**config.mk**
```make
export PLATFORM = sky130hd
export DESIGN_NAME = wdog_escalate
export DESIGN_NICKNAME = d
export VERILOG_FILES = /design/src/rtl/wdog_pkg.sv /design/src/rtl/wdog_regs.sv /design/src/rtl/wdog_count.sv /design/src/rtl/wdog_rst_stretch.sv /design/src/rtl/wdog_escalate.sv
export SDC_FILE = /design/constraint.sdc
export NUM_CORES = 1
export LEC_CHECK = 0
export ABC_CLOCK_PERIOD_IN_PS = 4300
export BUFFER_PORTS_ARGS = -buffer_cell sky130_fd_sc_hd__clkbuf_2
export CAP_MARGIN = 15
export CORE_ASPECT_RATIO = 1.1
export CORE_MARGIN = 1
export CORE_UTILIZATION = 40
export CTS_CLUSTER_SIZE = 24
export DETAILED_ROUTE_END_ITERATION = 10
export RECOVER_POWER = 50
export SLEW_MARGIN = 10
export SYNTH_ARGS = -nofsm -noshare
export SYNTH_HDL_FRONTEND = slang
export SYNTH_SLANG_ARGS = --single-unit
```
**constraint.sdc**
```tcl
create_clock -name clk -period 4.3 [get_ports clk]
set_input_delay 0.86 -clock clk [delete_from_list [all_inputs] [get_ports clk]]
set_output_delay 0.86 -clock clk [all_outputs]
set_load 0.01 [all_outputs]
```
**src/rtl/wdog_pkg.sv**
```systemverilog
package wdog_pkg;
  typedef enum logic [1:0] {
    REG_CTRL = 2'd0,
    REG_STAT = 2'd1,
    REG_TMO  = 2'd2,
    REG_KICK = 2'd3
  } wd_reg_e;

  localparam int BIT_EN     = 0;
  localparam int BIT_HALT   = 1;
  localparam int BIT_LOCK   = 2;
  localparam int POL_LO     = 4;
  localparam int POL_W      = 2;
  localparam int BIT_FIRST  = 0;
  localparam int BIT_SECOND = 1;
endpackage

```
**src/rtl/wdog_regs.sv**
```systemverilog
module wdog_regs
  import wdog_pkg::*;
#(
  parameter int CNT_W  = 16,
  parameter int DATA_W = 32
) (
  input  logic              clk,
  input  logic              rst_core,
  input  logic              rst_resume,
  input  logic              wr_en,
  input  logic              rd_en,
  input  logic [1:0]        addr,
  input  logic [DATA_W-1:0] wr_data,
  input  logic [CNT_W-1:0]  cnt,
  input  logic              first_hit,
  input  logic              second_hit,
  output logic              run,
  output logic [CNT_W-1:0]  timeout_val,
  output logic              reload_stb,
  output logic              first_to,
  output logic              second_to,
  output logic [DATA_W-1:0] rd_data
);
  logic             en_q, halt_q, lock_q;
  logic [POL_W-1:0] pol_q;
  logic [CNT_W-1:0] tmo_q;
  logic             first_q, second_q;
  logic [DATA_W-1:0] rd_q, rd_mux;
  logic wr_ctrl, wr_stat, wr_tmo;
  logic unused_hi;

  assign unused_hi  = ^wr_data[DATA_W-1:CNT_W];
  assign wr_ctrl    = wr_en && (addr == REG_CTRL);
  assign wr_stat    = wr_en && (addr == REG_STAT);
  assign wr_tmo     = wr_en && (addr == REG_TMO);
  assign reload_stb = wr_en && (addr == REG_KICK);

  // control and timeout: core well
  always_ff @(posedge clk) begin
    if (rst_core) begin
      en_q   <= 1'b0;
      halt_q <= 1'b0;
      lock_q <= 1'b0;
      pol_q  <= '0;
      tmo_q  <= '0;
    end else begin
      if (wr_ctrl) begin
        halt_q <= wr_data[BIT_HALT];
        pol_q  <= wr_data[POL_LO +: POL_W];
        lock_q <= lock_q | wr_data[BIT_LOCK];
        if (!lock_q) en_q <= wr_data[BIT_EN];
      end
      if (wr_tmo) tmo_q <= wr_data[CNT_W-1:0];
    end
  end

  // first-stage flag: hardware set wins over write-1-to-clear
  always_ff @(posedge clk) begin
    if (rst_core)                          first_q <= 1'b0;
    else if (first_hit || second_hit)      first_q <= 1'b1;
    else if (wr_stat && wr_data[BIT_FIRST]) first_q <= 1'b0;
  end

  // second-stage flag: resume well only
  always_ff @(posedge clk) begin
    if (rst_resume)                          second_q <= 1'b0;
    else if (second_hit)                     second_q <= 1'b1;
    else if (wr_stat && wr_data[BIT_SECOND]) second_q <= 1'b0;
  end

  always_comb begin
    rd_mux = '0;
    case (addr)
      REG_CTRL: begin
        rd_mux[BIT_EN]             = en_q;
        rd_mux[BIT_HALT]           = halt_q;
        rd_mux[BIT_LOCK]           = lock_q;
        rd_mux[POL_LO +: POL_W]    = pol_q;
      end
      REG_STAT: begin
        rd_mux[BIT_FIRST]  = first_q;
        rd_mux[BIT_SECOND] = second_q;
      end
      REG_TMO:  rd_mux[CNT_W-1:0] = tmo_q;
      default:  rd_mux[CNT_W-1:0] = cnt;
    endcase
  end

  always_ff @(posedge clk) begin
    if (rst_core)   rd_q <= '0;
    else if (rd_en) rd_q <= rd_mux;
  end

  assign run         = en_q && !halt_q;
  assign timeout_val = tmo_q;
  assign first_to    = first_q;
  assign second_to   = second_q;
  assign rd_data     = rd_q;

  a_r6_lock_sticky: assert property (@(posedge clk) disable iff (rst_core)
    lock_q |=> lock_q);
  a_r6_enable_frozen: assert property (@(posedge clk) disable iff (rst_core)
    lock_q |=> $stable(en_q));
  a_r4_second_hold: assert property (@(posedge clk) disable iff (rst_resume)
    (second_q && !(wr_stat && wr_data[BIT_SECOND])) |=> second_q);
endmodule

```
**src/rtl/wdog_count.sv**
```systemverilog
module wdog_count #(
  parameter int CNT_W = 16
) (
  input  logic             clk,
  input  logic             rst_core,
  input  logic             run,
  input  logic             reload_stb,
  input  logic [CNT_W-1:0] timeout_val,
  input  logic             first_to,
  output logic [CNT_W-1:0] cnt,
  output logic             first_hit,
  output logic             second_hit,
  output logic             smi
);
  logic [CNT_W-1:0] cnt_q;
  logic             stage2_q, smi_q, expire;

  // a kick in the same cycle masks the expiry
  assign expire     = run && (cnt_q == '0) && !reload_stb;
  assign second_hit = expire && stage2_q && first_to;
  assign first_hit  = expire && !second_hit;

  always_ff @(posedge clk) begin
    if (rst_core)        cnt_q <= '0;
    else if (reload_stb) cnt_q <= timeout_val;
    else if (expire)     cnt_q <= timeout_val;
    else if (run)        cnt_q <= cnt_q - 1'b1;
  end

  always_ff @(posedge clk) begin
    if (rst_core || reload_stb) stage2_q <= 1'b0;
    else if (expire)            stage2_q <= 1'b1;
  end

  always_ff @(posedge clk) begin
    if (rst_core) smi_q <= 1'b0;
    else          smi_q <= expire;
  end

  assign cnt = cnt_q;
  assign smi = smi_q;

  a_r9_reload_loads: assert property (@(posedge clk) disable iff (rst_core)
    reload_stb |=> cnt_q == $past(timeout_val));
  a_r5_halt_freeze: assert property (@(posedge clk) disable iff (rst_core)
    (!run && !reload_stb) |=> ($stable(cnt_q) && !smi_q));
  a_r1_event_single: assert property (@(posedge clk) disable iff (rst_core)
    (smi_q && cnt_q != '0) |=> !smi_q);
endmodule

```
**src/rtl/wdog_rst_stretch.sv**
```systemverilog
module wdog_rst_stretch #(
  parameter int RST_LEN = 16
) (
  input  logic clk,
  input  logic rst_core,
  input  logic trigger,
  input  logic no_reboot,
  output logic rst_out
);
  localparam int CW = $clog2(RST_LEN + 1);
  logic [CW-1:0] left_q;
  logic          fire;

  assign fire = trigger && !no_reboot && (left_q == '0);

  always_ff @(posedge clk) begin
    if (rst_core)            left_q <= '0;
    else if (fire)           left_q <= CW'(RST_LEN);
    else if (left_q != '0)   left_q <= left_q - 1'b1;
  end

  assign rst_out = (left_q != '0);

  a_r3_gated: assert property (@(posedge clk) disable iff (rst_core)
    (trigger && no_reboot && left_q == '0) |=> !rst_out);
  a_r3_holds: assert property (@(posedge clk) disable iff (rst_core)
    $rose(rst_out) |=> rst_out);
endmodule

```
**src/rtl/wdog_escalate.sv**
```systemverilog
module wdog_escalate #(
  parameter int CNT_W   = 16,
  parameter int RST_LEN = 16,
  parameter int DATA_W  = 32
) (
  input  logic              clk,
  input  logic              rst_core,
  input  logic              rst_resume,
  input  logic              wr_en,
  input  logic              rd_en,
  input  logic [1:0]        addr,
  input  logic [DATA_W-1:0] wr_data,
  output logic [DATA_W-1:0] rd_data,
  input  logic              no_reboot,
  output logic              smi_evt,
  output logic              plat_rst
);
  logic [CNT_W-1:0] cnt, timeout_val;
  logic run, reload_stb, first_to, second_to, first_hit, second_hit;
  logic second_new;

  wdog_regs #(.CNT_W(CNT_W), .DATA_W(DATA_W)) u_regs (
    .clk(clk), .rst_core(rst_core), .rst_resume(rst_resume),
    .wr_en(wr_en), .rd_en(rd_en), .addr(addr), .wr_data(wr_data),
    .cnt(cnt), .first_hit(first_hit), .second_hit(second_hit),
    .run(run), .timeout_val(timeout_val), .reload_stb(reload_stb),
    .first_to(first_to), .second_to(second_to), .rd_data(rd_data)
  );

  wdog_count #(.CNT_W(CNT_W)) u_count (
    .clk(clk), .rst_core(rst_core), .run(run), .reload_stb(reload_stb),
    .timeout_val(timeout_val), .first_to(first_to), .cnt(cnt),
    .first_hit(first_hit), .second_hit(second_hit), .smi(smi_evt)
  );

  assign second_new = second_hit && !second_to;

  wdog_rst_stretch #(.RST_LEN(RST_LEN)) u_rst (
    .clk(clk), .rst_core(rst_core), .trigger(second_new),
    .no_reboot(no_reboot), .rst_out(plat_rst)
  );
endmodule

```
Yosys cells after proc, flatten, opt, wreduce, memory -nomap -nowiden
Index checks and enable logic that the tools add are counted.
{"block": "totals", "ff_bits": 62, "input_bits": 40}
{"block": "classes", "add_sub_neg": 2, "n_eq_ne": 3, "muxes": 14, "n_bitwise": 2, "reduce_logical": 33}
{"op": "16-bit 2-to-1 mux", "count": 3}
{"op": "10-bit one-hot mux with 2 select lines", "count": 1}
{"op": "16-bit logical NOT", "count": 1}
{"op": "16-bit by 1-bit subtractor with 16-bit output, second input constant", "count": 1}
{"op": "1-bit logical AND", "count": 15}
{"op": "2-bit one-hot mux with 3 select lines", "count": 2}
{"op": "5-bit 2-to-1 mux", "count": 2}
{"op": "2-bit nonzero test", "count": 3}
{"op": "1-bit logical NOT", "count": 5}
{"op": "5-bit logical NOT", "count": 1}
{"op": "5-bit nonzero test", "count": 1}
{"op": "5-bit by 1-bit subtractor with 5-bit output, second input constant", "count": 1}
{"op": "2-bit equality test, second input constant", "count": 2}
{"op": "1-bit 2-to-1 mux", "count": 4}
{"op": "2-bit OR reduction", "count": 2}
{"op": "1-bit one-hot mux with 3 select lines", "count": 1}
{"op": "3-bit nonzero test", "count": 1}
{"op": "2-bit by 1-bit equality test with 1-bit output, second input constant", "count": 1}
{"op": "2-bit logical NOT", "count": 1}
{"op": "1-bit logical OR", "count": 2}
{"op": "1-bit one-hot mux with 2 select lines", "count": 1}
{"op": "2-bit AND reduction", "count": 1}
{"op": "1-bit NOT", "count": 1}
{"op": "1-bit OR", "count": 1}

Longest topological paths before layout
Gate-level depths: netlist of the first run.
{"block": "logic_depth", "depth_word": 10, "ltp_mapped": 8, "mapped_depth_nobuf": 7}

Hierarchy
A second synthesis of the first run with hierarchy kept.
{"block": "unflattened", "hier_cells": 381, "hier_area_um2": 3350.7}
{"mod": "wdog_regs", "n_inst": 1, "cells_each": 207, "area_per_inst_um2": 1866.8}
{"mod": "wdog_count", "n_inst": 1, "cells_each": 147, "area_per_inst_um2": 1222.4}
{"mod": "wdog_rst_stretch", "n_inst": 1, "cells_each": 26, "area_per_inst_um2": 247.7}
{"mod": "wdog_escalate", "n_inst": 1, "cells_each": 1, "area_per_inst_um2": 13.8}

Least setup slack after synthesis of the first run
Ideal clock, no wire load.
{"block": "synth_path", "path_kind": "input port to flip-flop", "startpoint": "in addr[0]", "endpoint": "reg u_regs.rd_q[10] (netlist: u_regs.rd_data[10])", "setup_ps": 128, "t_arrival_ps": 2102, "required_ps": 4172, "slack_ps": 2071, "cell_stages": 5, "path_buffers": 2, "path_cell_list": "buf_1 clkbuf_1 mux2_2 a21oi_1 nor2_1"}
{"block": "synth_via", "elab_chain_cells": 3, "word_cells_on_any_way": 5}
{"element": "start: declaration", "line_no": "wdog_escalate.sv:11", "text": "input logic [1:0] addr,"}
{"element": "2-bit by 1-bit equality test with 1-bit output / 2-bit logical NOT (equally long branches)", "line_no": "wdog_regs.sv:73", "text": "case (addr)"}
{"element": "2-bit OR reduction (no line)"}
{"element": "10-bit one-hot mux with 2 select lines *", "line_no": "wdog_regs.sv:73"}
{"element": "end signal: assignment", "line_no": "wdog_regs.sv:91", "text": "else if (rd_en) rd_q <= rd_mux;"}
{"element": "end: declaration", "line_no": "wdog_regs.sv:28", "text": "logic [DATA_W-1:0] rd_q, rd_mux;"}
Mark *: on every way between the ends. The rest lies on a longest branch, timed or not.
A chain may end at the register's enable or synchronous reset.

Worst setup path in the final report of the first run
{"block": "layout_path", "startpoint": "in addr[0]", "endpoint": "reg u_count.cnt_q[5] (netlist: u_count.cnt[5])"}
{"block": "layout_via", "elab_chain_cells": 6, "word_cells_on_any_way": 7}
{"element": "2-bit equality test *", "line_no": "wdog_regs.sv:36", "text": "assign reload_stb = wr_en && (addr == REG_KICK);"}
{"element": "1-bit logical AND *", "line_no": "wdog_regs.sv:36"}
{"element": "1-bit logical NOT", "line_no": "wdog_count.sv:19", "text": "assign expire = run && (cnt_q == '0) && !reload_stb;"}
{"element": "1-bit logical AND", "line_no": "wdog_count.sv:19"}
{"element": "16-bit 2-to-1 mux", "line_no": "wdog_count.sv:26", "text": "else if (expire) cnt_q <= timeout_val;"}
{"element": "16-bit 2-to-1 mux", "line_no": "wdog_count.sv:25", "text": "else if (reload_stb) cnt_q <= timeout_val;"}
{"element": "end signal: assignment", "line_no": "wdog_count.sv:25"}
{"element": "end signal: assignment", "line_no": "wdog_count.sv:26"}
{"element": "end signal: assignment", "line_no": "wdog_count.sv:27", "text": "else if (run) cnt_q <= cnt_q - 1'b1;"}
{"element": "end: declaration", "line_no": "wdog_count.sv:15", "text": "logic [CNT_W-1:0] cnt_q;"}
Marked as above.

==> flow_metrics.tcl, run 1 <==
set metrics [dict create \
    synth.distinct_cells 53 \
    timing_max_transition_violations_final 47 \
    largest_family_of_logic_cells_by_synthesized_area "simple AND/OR/NAND/NOR gates" \
    leakage_nw 1.35 \
    layout_min_cycle_time_ps 3030 \
    die_w_um 87.2 \
    status "finished, violations left" \
    synth-edff-count 0 \
    yosys.area.top_type_share 0.389 \
    num_antenna_cells 0 \
    avg_synthesized_cell_area_um2 8.27 \
    synth_compound_area_frac 0.174 \
    critPathCaptureType "flop" \
    failing_checks "capacitance limit, slew limit" \
    utilization 0.468 \
    synthToLayoutAreaGrowth_pct 11.4 \
    clock_tree_from_tritoncts "yes" \
    yosys_most_used_dff "sky130_fd_sc_hd__dfxtp_1" \
    netlist_instances 386 \
    die-area_mm2 0.00834 \
    synth_mux_area_frac 0.0698 \
    drtIter0Drc 176 \
    worst_setup_hold_path_clk_slew_ps 70 \
    routabilityCongestion 0.824 \
    fin_nets 461 \
    num_rows 33 \
    clock_insertion_delay_worst_skew_ps 350 \
    netlist_area_mm2 0.00319 \
    post_drt_via_cell_ratio 5.21 \
    cts-root-to-sink-buffers 2 \
    resized_after_cts 0 \
    placed_cells 510 \
    clock_tree.root_cell "sky130_fd_sc_hd__clkbuf_8" \
    gr-usage-all-layers 0.198 \
    cts.hold.buffers_added 0 \
    cp-start-kind "input port" \
    hold_viol 0 \
    tightestPinTransition_ps 2180 \
    worstPathArrival_ps 3290 \
    synth-async-reset-ratio 0 \
    coreArea_mm2 0.00760 \
    antenna_violating_nets_post_route 0 \
    die_h_um 95.7 \
    min_period_over_period 0.705 \
    finalSetupViolCount 0 \
    rsz0062_at_grt "no" \
    finalNonFillerCells 527 \
    cts_post_setup_buffers_inserted 0 \
    htreeDepth 3 \
    wl_per_cell_um 14.2 \
    path_class "input port to flop" \
    routed_wirelength_mm 7.46 \
    detailroute.via_count 2746 \
    maximum_number_of_pins_on_one_net_before_global_route_repair 47 \
    detail_route.drc_violations 0 \
    ir_drop_mv 0.203 \
    ys_seq_elements 62 \
    timing.max_cap.violations 1 \
    post_synth_and_or_nand_nor_area_fraction 0.245 \
    hold_path_class "flop to flop" \
    skew_ps 6.17 \
    via_count_of_the_first_global_routing_pass 2494 \
    ff2ff_setup_slack_ps 1920 \
    grt_antenna_before_repair 0 \
    yosysWarningCount 0 \
    synth_top_cell_by_area "sky130_fd_sc_hd__dfxtp_1" \
    final_layout_size_suffix_gt1_frac 0.168 \
    synthAdderAreaFrac 0.0157 \
    synth_xor_area_frac 0.0247 \
    numCtsBuffers 9 \
    place.port_buffers 41 \
    fin_setup_tns_ps 0 \
    post-synth-top-count-cell "sky130_fd_sc_hd__dfxtp_1" \
    cp_data_required_time_ps 4560 \
    netlist_top_cells_count "sky130_fd_sc_hd__dfxtp_1 (62), sky130_fd_sc_hd__nand2_1 (49), sky130_fd_sc_hd__a21oi_1 (44), sky130_fd_sc_hd__nor2_1 (38)" \
    gr-total-overflow 0 \
    cts_num_sinks 62 \
    drt-pass1-iter-count 4 \
    grt_first_pass_wirelength_mm 12.5 \
    synth_top_area_cells "sky130_fd_sc_hd__dfxtp_1 (39%), sky130_fd_sc_hd__a21oi_1 (6.9%), sky130_fd_sc_hd__nand2_1 (5.8%)" \
    synth_seq_area_share 0.389 \
    initial_core_util 0.420 \
    slew_headroom -0.451 \
    highest_attainable_clock_frequency_mhz 330 \
    path_max_fanout 22 \
    dpl.hpwl_mm 5.26 \
    pwr_density_cell_mw_per_mm2 425 \
    io_pins 74 \
]
-- final timing paths --
kind | from | endpoint | cells after the start
setup / recovery | addr[0] | u_count.cnt[5]$_SDFFE_PP0P_ | 6
setup reg to reg | u_count.cnt[7]$_SDFFE_PP0P_ | u_count.cnt[12]$_SDFFE_PP0P_ | 5
hold / removal | u_regs.pol_q[1]$_SDFFE_PP0P_ | u_regs.pol_q[1]$_SDFFE_PP0P_ | 2
hold reg to reg | u_regs.pol_q[1]$_SDFFE_PP0P_ | u_regs.pol_q[1]$_SDFFE_PP0P_ | 2
-- registers in the layout (all words and copies together), names as in the netlist --
| register | flops |
|---|---|
| u_regs.pol_q | 2 |
| u_regs.first_to | 1 |
| u_count.cnt | 16 |
| u_regs.timeout_val | 16 |
| u_regs.lock_q | 1 |
| u_regs.en_q | 1 |
| u_rst.left_q | 5 |
| u_regs.rd_data | 16 |
| u_count.smi | 1 |
| u_regs.halt_q | 1 |
| u_regs.second_to | 1 |
| u_count.stage2_q | 1 |
-- critical path, cell delays in order --
cell and delay (ps):
sky130_fd_sc_hd__clkbuf_1 790, sky130_fd_sc_hd__nand3_1 620, sky130_fd_sc_hd__nand2_1 490, sky130_fd_sc_hd__nand3_1 120, sky130_fd_sc_hd__o31a_1 290, sky130_fd_sc_hd__a21oi_2 100
-- area by class of cell --
cell class / instances / area, um^2
Multi-Input combinational cell: 292 / 1750
Inverter: 9 / 33.8
Fill cell: 799 / 4040
Clock inverter: 3 / 42.5
Sequential cell: 62 / 1240
Timing Repair Buffer: 43 / 196
Tap cell: 105 / 131
Clock buffer: 13 / 159
-- through the flow --
step	hold WS (ps)	power (mW)	setup slack, ps	area [um^2]
3_5_place_dp	450	0.990	1470	3370
3_3_place_gp	447	0.984	1440	3370
2_1_floorplan	437	0.930	2070	3250
5_1_grt	482	1.60	929	3550
4_1_cts	460	1.52	1840	3570
6_report	461	1.51	1270	3550
-- placed cells by master, fill, tap and decap left out, types with 3 or more instances in the layout --
cell                        n
sky130_fd_sc_hd__xnor2_1    5
sky130_fd_sc_hd__nand2_1   49
sky130_fd_sc_hd__nor4_1     3
sky130_fd_sc_hd__a211oi_1   7
sky130_fd_sc_hd__nor3_1    12
sky130_fd_sc_hd__o221ai_1   3
sky130_fd_sc_hd__nand3b_1   3
sky130_fd_sc_hd__nor2b_1   12
sky130_fd_sc_hd__a21oi_1   44
sky130_fd_sc_hd__a31oi_1    4
sky130_fd_sc_hd__clkbuf_2  22
sky130_fd_sc_hd__nand3_1   11
sky130_fd_sc_hd__conb_1    16
sky130_fd_sc_hd__o21ai_0   12
sky130_fd_sc_hd__ha_1       4
sky130_fd_sc_hd__a22oi_1    5
sky130_fd_sc_hd__nor2_1    38
sky130_fd_sc_hd__or4_4      3
sky130_fd_sc_hd__or3_1      4
sky130_fd_sc_hd__dfxtp_1   62
sky130_fd_sc_hd__inv_1      9
sky130_fd_sc_hd__clkbuf_1  22
sky130_fd_sc_hd__mux2_2    14
sky130_fd_sc_hd__nand4_1    5
sky130_fd_sc_hd__clkbuf_8  11
sky130_fd_sc_hd__xor2_1     4
-- report_power, final --
group          internal (mW)  switching, mW  leakage (nW)
sequential             0.613         0.0366         0.505
combinational          0.137          0.192         0.743
clock                  0.299          0.233        0.0996
-- cell families after synthesis --
family / count (synthesis)
AND/OR/NAND/NOR: 156
AO/OA/AOI/OAI: 89
multiplexers: 18
adder cells (fa/ha/maj): 4
buffers and inverters: 47
XOR/XNOR: 9
flip-flops: 62
other: 1
-- metal layers --
layer | vias up | routed length [um] | part of all wire | GRT usage
met2 | 58 | 3360 | 0.45 | 0.300
met5 | - | 0 | 0 | 0
met3 | 9 | 253 | 0.034 | 0.0480
met4 | 0 | 133 | 0.018 | 0.0656
li1 | 1392 | - | - | -
met1 | 1287 | 3710 | 0.50 | 0.276
(Power assumes the default switching activity.)
==> inputs of run 2 (changes only) <==
- ABC_AREA: unset -> 1
- ABC_CLOCK_PERIOD_IN_PS: 4300 -> 2900
- clock period: 4.3 -> 2.9 ns (I/O delays scaled with it)
==> run 2 against run 1 <==
The flow now finishes without violations. Die area grew 2.5%. Sequential share of layout area down 0.86 points. Global-route usage increased by 0.23 points. Wire length is 4.9% higher. Sequential power is 50% higher. Critical path depth is 4 higher. Count of clock-buffer cells in the layout decreased by 4. Cell area rose by 2.5%. Critical endpoint is now u_count.cnt[3]$_SDFFE_PP0P_. Largest power group unchanged.
==> flow_metrics.tcl, run 2 <==
set metrics [dict create \
    status "finished, final reports clean" \
    yosysWarningCount 0 \
    path_max_fanout 23 \
    timing.max_cap.violations 0 \
    clock_insertion_delay_worst_skew_ps 340 \
    worst_setup_path_startpoint "addr[0]" \
    final_layout_size_suffix_gt1_frac 0.117 \
    via_count_of_the_first_global_routing_pass 2823 \
    num_rows 34 \
    yosys_most_used_dff "sky130_fd_sc_hd__dfxtp_1" \
    drt-pass1-iter-count 6 \
    min_from "rst_resume" \
    rsz0062_at_grt "no" \
    detailroute.via_count 3044 \
    tot_pwr_mw 2.43 \
    netlist_top_cells_count "sky130_fd_sc_hd__nand2_1 (84), sky130_fd_sc_hd__dfxtp_1 (62), sky130_fd_sc_hd__inv_1 (62), sky130_fd_sc_hd__nor2_1 (58), sky130_fd_sc_hd__o21ai_0 (45)" \
    min_period_over_period 0.761 \
    wl_per_cell_um 12.6 \
    skew_ps 5.67 \
    post_drt_via_cell_ratio 4.89 \
    resized_after_cts 0 \
    netlist_area_mm2 0.00327 \
    fin_setup_tns_ps 0 \
    dp_worst_setup_slack_ps 764 \
    initial_core_util 0.414 \
    synth_top_cell_by_area "sky130_fd_sc_hd__dfxtp_1" \
    timing_max_transition_violations_final 0 \
    pwr_density_cell_mw_per_mm2 667 \
    ir_drop_mv 0.402 \
    synth_seq_area_share 0.379 \
    gr-total-overflow 0 \
    num_antenna_cells 0 \
    drtIter0Drc 165 \
    synth-async-reset-ratio 0 \
    clock_tree.root_cell "sky130_fd_sc_hd__clkbuf_8" \
    cts.hold.buffers_added 0 \
    yosys.area.top_type_share 0.379 \
    die-area_mm2 0.00855 \
    antenna_violating_nets_post_route 0 \
    netlist_instances 472 \
    cp-start-kind "input port" \
    finalSetupViolCount 0 \
    fin_nets 553 \
    numCtsBuffers 9 \
    maximum_number_of_pins_on_one_net_before_global_route_repair 39 \
    slew_headroom 0.0180 \
    place.port_buffers 41 \
    cts_post_setup_buffers_inserted 0 \
    dpl.hpwl_mm 5.76 \
    hold_viol 0 \
    worst_setup_hold_path_clk_slew_ps 70 \
    utilization 0.461 \
    hold_path_class "input port to flop" \
    synth-edff-count 0 \
    layout.cells.most_common "sky130_fd_sc_hd__nand2_1" \
    die_w_um 88.3 \
    path_class "input port to flop" \
    tightestPinTransition_ps 1470 \
    synth.distinct_cells 34 \
    routed_wirelength_mm 7.82 \
    htreeDepth 3 \
    cts-root-to-sink-buffers 2 \
    layout_common_cells "sky130_fd_sc_hd__nand2_1 (84), sky130_fd_sc_hd__inv_1 (62), sky130_fd_sc_hd__dfxtp_1 (62), sky130_fd_sc_hd__nor2_1 (60), sky130_fd_sc_hd__o21ai_0 (45)" \
    io_pins 74 \
    detail_route.drc_violations 0 \
    avg_synthesized_cell_area_um2 6.93 \
    coreArea_mm2 0.00791 \
    worstPathArrival_ps 2430 \
    clock_tree_from_tritoncts "yes" \
    leakage_nw 1.62 \
    post-synth-top-count-cell "sky130_fd_sc_hd__nand2_1" \
    highest_attainable_clock_frequency_mhz 453 \
    setup_ws_ps 694 \
    synthToLayoutAreaGrowth_pct 11.4 \
    routabilityCongestion 0.890 \
    critPathCaptureType "flop" \
    layout_min_cycle_time_ps 2210 \
    gr-usage-all-layers 0.200 \
    cts_num_sinks 62 \
    grt_first_pass_wirelength_mm 13.3 \
    grt_antenna_before_repair 0 \
    die_h_um 96.9 \
    synth_top_area_cells "sky130_fd_sc_hd__dfxtp_1 (38%), sky130_fd_sc_hd__nand2_1 (9.6%), sky130_fd_sc_hd__inv_1 (7.1%)" \
    rr_startpoint "u_count.cnt[0]$_SDFFE_PP0P_" \
    cp_data_required_time_ps 3120 \
    ys_seq_elements 62 \
]
-- run 2: cell count changes after synthesis, moves of 6 or more --
cell,delta
sky130_fd_sc_hd__a211oi_1,-6
sky130_fd_sc_hd__nor3_1,-9
sky130_fd_sc_hd__nand3_1,+14
sky130_fd_sc_hd__inv_1,+53
sky130_fd_sc_hd__clkbuf_1,-6
sky130_fd_sc_hd__nor2b_1,-12
sky130_fd_sc_hd__nand2_1,+35
sky130_fd_sc_hd__o21ai_0,+33
sky130_fd_sc_hd__nor2_1,+20
sky130_fd_sc_hd__o221ai_1,+8
sky130_fd_sc_hd__mux2_2,-14
-- run 2: kinds of logic (layout without fill, tap and decap cells) --
logic type,after synthesis,after routing,synth area share
mux,1,1,0.00306
flops,62,62,0.379
fa+ha+maj,4,4,0.0153
simple gates,193,193,0.262
buf+inv,101,128,0.147
compound gates,104,104,0.176
other cells,1,16,0.00115
xor+xnor,6,6,0.0161
-- run 2: metal layers --
layer  global-route usage  up-vias  routed length (um)
li1                     -     1565                   -
met1                0.237     1395                3440
met2                0.345       78                3980
met3               0.0597        6                 326
met4               0.0521        0                  74
met5                    0        -                   0
-- run 2: worst max-delay path: stages --
cell and delay, ps:
sky130_fd_sc_hd__clkbuf_1 310, sky130_fd_sc_hd__nand2_4 180, sky130_fd_sc_hd__nor2_1 280, sky130_fd_sc_hd__nor2_1 90
sky130_fd_sc_hd__nand3_1 270, sky130_fd_sc_hd__nand2_4 250, sky130_fd_sc_hd__inv_2 230, sky130_fd_sc_hd__o21ai_0 110
sky130_fd_sc_hd__nand2_1 70, sky130_fd_sc_hd__a21oi_1 50
-- run 2: area by class of cell --
cell class,instances,area [um^2]
timing repair buffer,46,215
inverter,66,248
clock buffer,9,124
tap,108,135
sequential,62,1240
fill,860,4270
clock inverter,7,97.6
multi-input combinational,324,1580
-- run 2: final timing paths --
path	to	slack, ps	cells past startpoint
setup / recovery	u_count.cnt[3]$_SDFFE_PP0P_	690	10
hold reg to reg	u_count.stage2_q$_SDFFE_PP0P_	470	2
setup reg to reg	u_count.cnt[1]$_SDFFE_PP0P_	980	9
hold / removal	u_regs.second_to$_SDFFE_PP0P_	380	2
-- run 2: power breakdown --
group	internal (mW)	leakage [nW]	switching (mW)	total, mW
clock	0.486	0.106	0.367	0.853
sequential	0.926	0.508	0.0495	0.976
combinational	0.220	1.00	0.384	0.604
-- run 2: stage by stage --
stage	cell area (um^2)	instances	hold WS, ps
after CTS	3690	622	367
after floorplan	3330	487	433
final	3640	622	380
after global routing	3640	622	365
after detailed placement	3470	606	457
after global placement	3470	606	453
==> inputs of run 3 (changes only) <==
- ABC_AREA: 1 -> 0
- ABC_CLOCK_PERIOD_IN_PS: 2900 -> 1850
- clock period: 2.9 -> 1.85 ns (I/O delays scaled with it)
==> run 3 against run 2 <==
The flow now finishes with violations (setup timing). Utilization is 6.7 points higher. Wire length is 3.8% higher. Sequential power is 54% higher. Largest power group unchanged. Critical path type is now flop to flop. Non-clock buffer count is 38 higher. Highest routed layer unchanged.
==> flow_metrics.tcl, run 3 (same netlist as run 1, synthesis figures left out) <==
set metrics [dict create \
    cp_data_required_time_ps 2140 \
    grt_antenna_before_repair 0 \
    layout_common_cells "sky130_fd_sc_hd__dfxtp_1 (59), sky130_fd_sc_hd__nand2_1 (49), sky130_fd_sc_hd__a21oi_1 (43), sky130_fd_sc_hd__clkbuf_2 (41), sky130_fd_sc_hd__nor2_1 (38)" \
    htreeDepth 3 \
    pwr_density_cell_mw_per_mm2 942 \
    timing.max_cap.violations 0 \
    hold_viol 0 \
    max_stage_delay_ps 570 \
    io_pins 74 \
    gr-usage-all-layers 0.207 \
    cts-root-to-sink-buffers 2 \
    failing_checks "setup timing" \
    maximum_number_of_pins_on_one_net_before_global_route_repair 29 \
    initial_core_util 0.420 \
    routabilityCongestion 0.873 \
    routed_wirelength_mm 8.12 \
    die-area_mm2 0.00834 \
    via_count_of_the_first_global_routing_pass 2731 \
    place.port_buffers 41 \
    rsz0062_at_grt "yes" \
    finalSetupViolCount 21 \
    cts.hold.buffers_added 0 \
    highest_attainable_clock_frequency_mhz 505 \
    numCtsBuffers 9 \
    worstPathArrival_ps 2270 \
    cell_area_placed_mm2 0.00369 \
    die_h_um 95.7 \
    critical_path.top_delay_family "simple AND/OR/NAND/NOR gates" \
    detailroute.via_count 2903 \
    crit_path_cell_trace "or4_4 -> or4_4 -> o21ai_4 -> a22oi_1 -> a21oi_2" \
    drt-pass1-iter-count 4 \
    hold-worst-slack_ps 181 \
    coreArea_mm2 0.00760 \
    skew_ps 4.71 \
    timing_max_transition_violations_final 0 \
    area_occupied_by_registers_mm2 0.00124 \
    grt_first_pass_wirelength_mm 13.1 \
    fin_nets 502 \
    post_drt_via_cell_ratio 5.11 \
    path_max_fanout 4 \
    critPathCaptureType "flop" \
    worst_setup_hold_path_clk_slew_ps 70 \
    clock_tree_from_tritoncts "yes" \
    leakage_nw 1.64 \
    synthToLayoutAreaGrowth_pct 25.6 \
    critical_path.most_common_cell "sky130_fd_sc_hd__or4_4" \
    clock_insertion_delay_worst_skew_ps 350 \
    num_antenna_cells 0 \
    slew_headroom 0.599 \
    num_rows 33 \
    cp_num_buf_inv 0 \
    setup_ws_ps -130 \
    final_layout_size_suffix_gt1_frac 0.307 \
    status "finished, violations left" \
    clock_tree.root_cell "sky130_fd_sc_hd__clkbuf_8" \
    min_period_over_period 1.07 \
    cts_num_sinks 62 \
    dpl.hpwl_mm 5.95 \
    wl_per_cell_um 14.3 \
    design_area_mm2 0.00401 \
    drtIter0Drc 179 \
    critical_path.slowest_cell "sky130_fd_sc_hd__or4_4" \
    path_class "flop to flop" \
    antenna_violating_nets_post_route 0 \
    multiInputGateArea_mm2 0.00185 \
    tightestPinTransition_ps 602 \
    die_w_um 87.2 \
    cp-start-kind "flop" \
    fill_cells 760 \
    fin_setup_tns_ps -1290 \
    detail_route.drc_violations 0 \
    gr-total-overflow 0 \
    layout_min_cycle_time_ps 1980 \
    ir_drop_mv 0.443 \
    hold_path_class "input port to flop" \
    tot_pwr_mw 3.78 \
    layout.cells.most_common "sky130_fd_sc_hd__dfxtp_1" \
]
## run 3: cell types whose count changed in the layout (fill, tap and decap cells not counted), sizes merged, moves of 11 or more
cell   previous run  this run
buf               4        41
mux2              0        14
nand2            89        49
nor2             68        39
inv              67         9
nor2b             0        12
nand3            26        11
o21ai            46        15
nor3              3        14
## run 3: layout make-up
cell class / count / share of cell area
Multi-Input combinational cell: 292 / 0.462
Sequential cell: 62 / 0.310
Clock buffer: 11 / 0.0378
Clock inverter: 5 / 0.0144
Tap cell: 105 / 0.0328
Timing Repair Buffer: 84 / 0.134
Inverter: 9 / 0.00842
## run 3: final timing paths
check / from / to / slack (ps) / cells after the start
setup / recovery: u_count.cnt[14]$_SDFFE_PP0P_ / u_count.cnt[5]$_SDFFE_PP0P_ / -130 / 5
hold / removal: rst_resume / u_regs.second_to$_SDFFE_PP0P_ / 180 / 2
setup reg to reg: u_count.cnt[14]$_SDFFE_PP0P_ / u_count.cnt[5]$_SDFFE_PP0P_ / -130 / 5
hold reg to reg: u_regs.pol_q[1]$_SDFFE_PP0P_ / u_regs.pol_q[1]$_SDFFE_PP0P_ / 470 / 2
## run 3: through the flow
step,cells,worst slack (ps),util
final,568,-130,0.528
after global routing,568,-201,0.528
after CTS,568,-121,0.522
after detailed placement,551,-105,0.485
after global placement,551,-102,0.485
after floorplan,401,-50.7,-
## run 3: report_power, final
group          switching [mW]  leakage [nW]  internal [mW]
Clock                   0.565        0.0976          0.693
Combinational           0.551          1.03          0.470
Sequential             0.0702         0.506           1.43
Total                    1.19          1.64           2.59
## run 3: timing repair
action / in CTS / in global routing
pin swaps: 7 / 8
gates resized for setup: 15 / 14
hold endpoints to repair: 0 / 0
setup buffers: 1 / 0
setup endpoints to repair: 22 / 24
## run 3: worst register-to-register path, stage by stage (launching register included)
cell and delay [ps]:
sky130_fd_sc_hd__dfxtp_2 320, sky130_fd_sc_hd__or4_4 570, sky130_fd_sc_hd__or4_4 550, sky130_fd_sc_hd__o21ai_4 210, sky130_fd_sc_hd__a22oi_1 130, sky130_fd_sc_hd__a21oi_2 140
## run 3: per-layer routing
layer	share of wire	vias to the layer above	wire length, um	track usage
li1	-	1470	-	-
met1	0.46	1359	3770	0.265
met2	0.48	64	3900	0.335
met3	0.042	10	344	0.0515
met4	0.013	0	107	0.0792
met5	0	-	0	0
